File: src/rtl/fault_ladder_ctrl.sv
module fault_ladder_ctrl #(
  parameter int COOLDOWN     = 1000,
  parameter int RETRY_BUDGET = 3,
  parameter int CLEAN_CYCLES = 500
) (
  input  logic       clk,
  input  logic       rst_n,
  input  logic       alarm_i,
  input  logic       trend_i,
  input  logic       rem_i,
  input  logic       hard_i,
  input  logic       leak_i,
  input  logic       op_reset_i,
  input  logic       raise_req_i,
  output logic [2:0] level_o,
  output logic       stop_o,
  output logic       raise_ok_o,
  output logic       evt_o,
  output logic [2:0] evt_old_o,
  output logic [2:0] evt_new_o,
  output logic [2:0] evt_cause_o
);
  localparam int CD_W = $clog2(COOLDOWN + 1);
  localparam int RT_W = $clog2(RETRY_BUDGET + 1);
  localparam int QC_W = $clog2(CLEAN_CYCLES + 1);
  localparam logic [2:0] L_NORM = 3'd0, L_ALRM = 3'd1, L_DRT = 3'd2, L_SHUT = 3'd3, L_LOCK = 3'd4;
  localparam logic [2:0] C_LEAKLOCK = 3'd5, C_EXHAUST = 3'd6, C_OPRST = 3'd7;

  logic [2:0]      lvl, nxt_lvl, nxt_cause, want_lvl, want_cause;
  logic [CD_W-1:0] cd;
  logic [RT_W-1:0] rt;
  logic [QC_W-1:0] qc;
  logic            leak_seen;

  wire severe  = hard_i | leak_i;
  wire any_flt = severe | alarm_i | trend_i | rem_i;
  wire cd_done = (cd == CD_W'(COOLDOWN)) && !severe;

  always_comb begin
    if (leak_i)       {want_lvl, want_cause} = {L_SHUT, 3'd5};
    else if (hard_i)  {want_lvl, want_cause} = {L_SHUT, 3'd4};
    else if (rem_i)   {want_lvl, want_cause} = {L_DRT,  3'd3};
    else if (trend_i) {want_lvl, want_cause} = {L_DRT,  3'd2};
    else if (alarm_i) {want_lvl, want_cause} = {L_ALRM, 3'd1};
    else              {want_lvl, want_cause} = {L_NORM, 3'd0};
  end

  always_comb begin
    nxt_lvl   = lvl;
    nxt_cause = want_cause;
    case (lvl)
      L_LOCK: if (op_reset_i && !any_flt) begin
        nxt_lvl   = L_NORM;
        nxt_cause = C_OPRST;
      end
      L_SHUT: if (cd_done) begin
        if (leak_seen) begin
          nxt_lvl   = L_LOCK;
          nxt_cause = C_LEAKLOCK;
        end else if (rt == RT_W'(RETRY_BUDGET)) begin
          nxt_lvl   = L_LOCK;
          nxt_cause = C_EXHAUST;
        end else begin
          nxt_lvl   = want_lvl;
        end
      end
      default: nxt_lvl = want_lvl;
    endcase
  end

  always_ff @(posedge clk or negedge rst_n) begin
    if (!rst_n) begin
      lvl         <= L_NORM;
      cd          <= '0;
      rt          <= '0;
      qc          <= '0;
      leak_seen   <= 1'b0;
      evt_o       <= 1'b0;
      evt_old_o   <= '0;
      evt_new_o   <= '0;
      evt_cause_o <= '0;
    end else begin
      lvl   <= nxt_lvl;
      evt_o <= (nxt_lvl != lvl);
      if (nxt_lvl != lvl) begin
        evt_old_o   <= lvl;
        evt_new_o   <= nxt_lvl;
        evt_cause_o <= nxt_cause;
      end
      if (severe)                                 cd <= '0;
      else if (lvl == L_SHUT && !cd_done)         cd <= cd + 1'b1;
      if (nxt_lvl != L_SHUT)                      leak_seen <= 1'b0;
      else if (leak_i)                            leak_seen <= 1'b1;
      if (lvl == L_SHUT && cd_done && !leak_seen && rt != RT_W'(RETRY_BUDGET))
        rt <= rt + 1'b1;
      else if (lvl == L_LOCK && nxt_lvl == L_NORM)
        rt <= '0;
      else if (lvl == L_NORM && !any_flt && qc == QC_W'(CLEAN_CYCLES))
        rt <= '0;
      if (lvl == L_NORM && !any_flt) begin
        if (qc != QC_W'(CLEAN_CYCLES)) qc <= qc + 1'b1;
      end else begin
        qc <= '0;
      end
    end
  end

  assign level_o    = lvl;
  assign stop_o     = (lvl >= L_SHUT);
  assign raise_ok_o = raise_req_i && (lvl <= L_ALRM) && !rem_i;


  hard_stop_chk: assert property (@(posedge clk) disable iff (!rst_n) severe |=> stop_o);

  cool_hold_chk: assert property (@(posedge clk) disable iff (!rst_n)
    (lvl == L_SHUT && cd != CD_W'(COOLDOWN)) |=> (lvl >= L_SHUT));

  retry_cap_chk: assert property (@(posedge clk) disable iff (!rst_n) rt <= RT_W'(RETRY_BUDGET));

  lock_latch_chk: assert property (@(posedge clk) disable iff (!rst_n)
    (lvl == L_LOCK && !op_reset_i) |=> (lvl == L_LOCK));

  evt_match_chk: assert property (@(posedge clk) disable iff (!rst_n)
    evt_o |-> (evt_new_o == lvl && evt_old_o != lvl));

  evt_every_chk: assert property (@(posedge clk) disable iff (!rst_n)
    (lvl != $past(lvl)) |-> evt_o);

  rem_block_chk: assert property (@(posedge clk) disable iff (!rst_n) rem_i |-> !raise_ok_o);
endmodule

File: config.mk
export PLATFORM = sky130hd
export DESIGN_NAME = fault_ladder_ctrl
export DESIGN_NICKNAME = d
export VERILOG_FILES = /design/src/rtl/fault_ladder_ctrl.sv
export SDC_FILE = /design/constraint.sdc
export NUM_CORES = 1
export LEC_CHECK = 0
export BUFFER_PORTS_ARGS = -buffer_cell sky130_fd_sc_hd__buf_2
export CORE_MARGIN = 5
export CORE_UTILIZATION = 30
export DETAILED_ROUTE_END_ITERATION = 16
export GPL_TIMING_DRIVEN = 0
export PLACE_DENSITY_LB_ADDON = 0.05
export SYNTH_ARGS = -nofsm -noshare
export SYNTH_HDL_FRONTEND = slang
export SYNTH_SLANG_ARGS = --single-unit
File: constraint.sdc
create_clock -name clk -period 1.85 [get_ports clk]
set_clock_uncertainty 0.05 [all_clocks]
set_input_delay 0 -clock clk [delete_from_list [all_inputs] [get_ports clk]]
set_output_delay 0 -clock clk [all_outputs]
set_load 0.005 [all_outputs]
* Yosys cells after proc, flatten, opt, wreduce, memory -nomap -nowiden
Cells that the tools add are included.
** Storage, ports and cells
- Logic and storage cells :: 76
- Output and inout port bits :: 15
- Register bits :: 35
** Cells by class
- Muxes and demuxes :: 27
- $lt $le $gt $ge :: 2
- Reductions and logical operators :: 21
- Add/sub/neg operators :: 3
- Bitwise logic cells :: 4
- Equality and inequality tests :: 10
** Operator list (count)
- $mux W3 :: 11
- $mux W10 :: 2
- $mux W9 :: 2
- $mux W2 :: 7
- $pmux W3 S2 :: 2
- $logic_and A1 B1 Y1 :: 11
- $add A10 B1 Y10 const B :: 1
- $eq A10 B10 Y1 const B :: 1
- $add A9 B1 Y9 const B :: 1
- $eq A9 B9 Y1 const B :: 1
- $ne A9 B9 Y1 const B :: 1
- $logic_not A3 Y1 :: 2
- $logic_not A1 Y1 :: 5
- $or A1 B1 Y1 :: 4
- $reduce_bool A2 Y1 :: 2
- $eq A3 B2 Y1 const B :: 1
- $eq A3 B3 Y1 const B :: 1
- $ge A3 B2 Y1 const B :: 1
- $le A3 B1 Y1 const B :: 1
- $mux W1 :: 3
- $ne A3 B2 Y1 const B :: 1
- $ne A3 B3 Y1 :: 1
- $reduce_bool A3 Y1 :: 1
- $add A2 B1 Y2 const B :: 1
- other kinds (3) :: 3

* Longest topological paths before layout
- Depth after elaboration :: 13
- Gate-level depth with buffers :: 8
- Mapped depth without buffers :: 7

* Worst setup path after synthesis
OpenSTA, ideal clock, no wires.
- Path type :: register to register
- From :: register cd[0]
- To :: register evt_cause_o[0]
- Slack :: -0.181 ns
- Stages on the path, launching flop included :: 8
- Setup time :: 0.125 ns
- Period minus slack after synthesis :: 2.031 ns
- Arrival :: 1.856 ns
- Data required time :: 1.675 ns
- Cell sequence :: dfrtp_1 inv_1 ha_1 nand3b_1 nor3_1 o2111ai_1 o2111ai_4 mux2_2
** On the way
- Longest elaborated chain between the ends :: 5
** RTL lines
- from (decl) :: RTL line 30 : logic [CD_W-1:0] cd;
- from (signal assigned) :: RTL line 91 : else if (lvl == L_SHUT && !cd_done) cd <= cd + 1'b1;
- $eq A10 B10 Y1 (*) :: RTL line 37 : wire cd_done = (cd == CD_W'(COOLDOWN)) && !severe;
- $logic_and A1 B1 Y1 (*) :: RTL line 37
- $mux W3 :: RTL line 56 : L_SHUT: if (cd_done) begin
- $pmux W3 S2 :: RTL line 51 : case (lvl)
- $ne A3 B3 Y1 :: RTL line 85 : if (nxt_lvl != lvl) begin
- to (signal assigned) :: RTL line 88 : evt_cause_o <= nxt_cause;
- to (decl) :: RTL line 21 : output logic [2:0] evt_cause_o
Mark *: on every way between the ends. The rest lies on a longest branch, timed or not.
A chain may end at the register's enable or synchronous reset.

* Worst setup path after layout
Same ends and word-level chain as after synthesis.

==> impl_metrics.toml <==
[status]
status = "finished, violations left"
violations = "negative setup slack"

[hold_path]
worstHoldEndpoint = "qc[6]"
min_path_type = "in2reg"
hold_start = "alarm_i"
hold_depth = 4

[synth]
async_reset_ff_frac = 1.00
ys_ff_latch = 35
yosys.area_share.adder = 0.0330
syn_area_per_cell_um2 = 9.78
synth-simple-area-share = 0.235
yosys_warnings = 0
synth-compound-area-share = 0.140
synthXorXnorAreaFrac = 0.0600
syn_inst = 194
netlist.area_leader.share = 0.462
synth_ff_type = "dfrtp_1"
seq_area_frac_synth = 0.462
synth_cell_types = 47
yosys-top-cells-area = "dfrtp_1 46%, nor2_1 5.1%, xnor2_1 4.6%, ha_1 3.3%, mux2_2 3.0%"
synth_top_family_by_area = "simple AND/OR/NAND/NOR gates"
muxShareOfSynthArea = 0.0350
syn-cell-area_um2 = 1900
synth_edf_count = 0
yosys.area.top_type = "dfrtp_1"
synth_nets = 208

[timing]
hold_viol = 0
maxSlewViolCount = 0
slew-limit-headroom = 0.450
fin_setup_tns_ns = -1.61
fin_crit_ns = 2.05
fin_crit_sh = 1.11
tightest_slew_ns = 0.825
holdWs_ns = 0.126
fin_ws_ns = -0.204
rsz0062_at_grt = "yes"
finalSetupViolCount = 17
fmax_mhz = 487

[die]
die-area_um2 = 8010
ioPinCount = 24
coreArea_um2 = 6240
start_util = 0.304
dieHeight_um = 89.5
die_x_um = 89.5
rows = 29

[drt]
post_drt_via_cell_ratio = 5.11
drc_errors = 0
dr_total_vias = 1656
wl_um = 4930
wl_per_cell_um = 15.2
ant_nets = 0
drtIter0Drc = 43
drt_first_pass_iters = 4

[finish]
nFillCells = 628
diodes = 0
nets = 260
drive_gt1_frac = 0.308
area_growth_syn_to_layout_pct = 31.4

[power]
static-leakage-power_nw = 1.02
ir_drop_v = 0.000541
powerDensity_nw_per_um2 = 923

[clock_network]
cts_buffer_depth = 2
numCtsBuffers = 5
cts-root-buf = "clkbuf_8"
clock_sinks = 35
htreeDepth = 2
cts.clk_slew.worst_paths_ns = 0.07
worstSkewPairLatency_ns = 0.28
cts_tree = "done"

[worst_setup_path]
worst_setup_path_start_kind = "flip-flop"
r2r_cells = 8
end_kind = "flip-flop"
cp_max_fo = 6
reg2reg_slack_ns = -0.20
worstPathRequired_ns = 1.97
arrival_ns = 2.17
r2r-end = "evt_cause_o[0]"
timing.rr.start = "cd[0]"
path_class = "reg2reg"

[grt]
grt_usage = 0.131
overflow = 0
antenna_found_initial = 0
grt_pass1_wl_um = 8050
grt_max_degree = 36
grt_pass1_vias = 1648

[place]
io_buffers = 23
dp_hpwl_um = 3330
finalWeightedCongestion = 0.795

[job]
max-cap-violations = 0
## worst max-delay path, stage by stage (launching register included)
cell and delay, ns:
dfrtp_1 0.39, inv_1 0.06, ha_1 0.14, nand3b_1 0.16, nor4_4 0.29, buf_4 0.22
a32oi_1 0.11, a211o_1 0.26, mux2_2 0.27
## routing by layer
metal	up-vias	GRT usage	wire length, um
li1	807	-	-
met1	813	0.180	2330
met3	6	0.0341	245
met4	0	0.0487	76
met5	-	0	0
met2	30	0.199	2270
## cell usage in the layout, fill, tap and decap left out, drive strengths merged, types with 3 or more instances in the layout
cell type / netlist / layout
nor3: 8 / 8
o211ai: 3 / 3
buf: 3 / 46
nand4: 5 / 5
ha: 5 / 5
nand3: 8 / 8
nor2: 27 / 27
nand2: 9 / 9
inv: 11 / 11
nand4b: 3 / 3
a21oi: 6 / 6
mux2: 5 / 5
o21ai: 11 / 11
nor4: 6 / 6
xnor2: 10 / 10
xor2: 3 / 3
dfrtp: 35 / 35
clkbuf: 3 / 11
## worst max-delay path by stage
| stage | start | endpoint | slack (ns) | depth (start not counted) |
|---|---|---|---|---|
| global placement | cd[0] | evt_cause_o[0] | -0.49 | 7 |
| detailed placement | cd[0] | evt_new_o[0] | -0.49 | 7 |
| CTS | cd[0] | evt_new_o[0] | -0.26 | 7 |
| finish | cd[0] | evt_cause_o[0] | -0.20 | 8 |
| floorplan | cd[0] | evt_cause_o[0] | -0.15 | 7 |
| global route | cd[0] | evt_cause_o[0] | -0.32 | 8 |
## cell usage after synthesis, types with 5 or more instances
library cell and instances:
a21oi_1 6, nor4_1 5, nor2_1 26, xnor2_1 10, nor3_1 8, nand3_1 8, ha_1 5, inv_1 11
dfrtp_1 35, nand4_1 5, o21ai_0 9, mux2_2 5, nand2_1 9
## final cells by class
type,count,area (um^2),share of cell area
Clock buffer,8,100,0.0402
Multi-Input combinational cell,142,1030,0.414
Tap cell,77,96.3,0.0387
Buffer,6,50.0,0.0201
Inverter,11,41.3,0.0166
Timing Repair Buffer,45,297,0.119
Sequential cell,35,876,0.351
## flip-flops by register name (all words and copies together), names as in the netlist
name / count
rt: 2
cd: 10
level_o: 3
leak_seen: 1
evt_o: 1
evt_cause_o: 3
evt_old_o: 3
evt_new_o: 3
qc: 9
## timing repair
item                       4_1_cts  5_1_grt
resized for setup                8       18
setup buffers                    9       11
hold buffers                     2        0
hold endpoints to repair        36        0
setup endpoints to repair       21       24
pin swaps                        8        9
## kinds of logic (layout without fill, tap and decap cells)
logic type | Yosys count | in the layout
AO/OA/AOI/OAI | 36 | 36
XOR/XNOR | 13 | 13
adder cells (fa/ha/maj) | 5 | 5
buffers and inverters | 17 | 70
flip-flops | 35 | 35
multiplexers | 6 | 6
AND/OR/NAND/NOR | 82 | 82
## report_power, final
group | internal (mW) | total, mW | switching, mW | leakage (nW)
registers | 0.863 | 0.913 | 0.0506 | 0.449
logic | 0.394 | 0.771 | 0.377 | 0.518
clock network | 0.340 | 0.616 | 0.276 | 0.0515
## through the flow
| step | utilization | setup WS, ns | instances | cell area, um^2 | power, mW |
|---|---|---|---|---|---|
| 2_1_floorplan | - | -0.153 | 194 | 1910 | 1.29 |
| 3_3_place_gp | 0.339 | -0.486 | 294 | 2120 | 1.50 |
| 3_5_place_dp | 0.339 | -0.489 | 294 | 2120 | 1.51 |
| 4_1_cts | 0.373 | -0.262 | 313 | 2330 | 2.21 |
| 5_1_grt | 0.399 | -0.322 | 324 | 2490 | 2.44 |
| 6_report | 0.399 | -0.204 | 324 | 2490 | 2.30 |
Power figures use the tool's default switching activity.
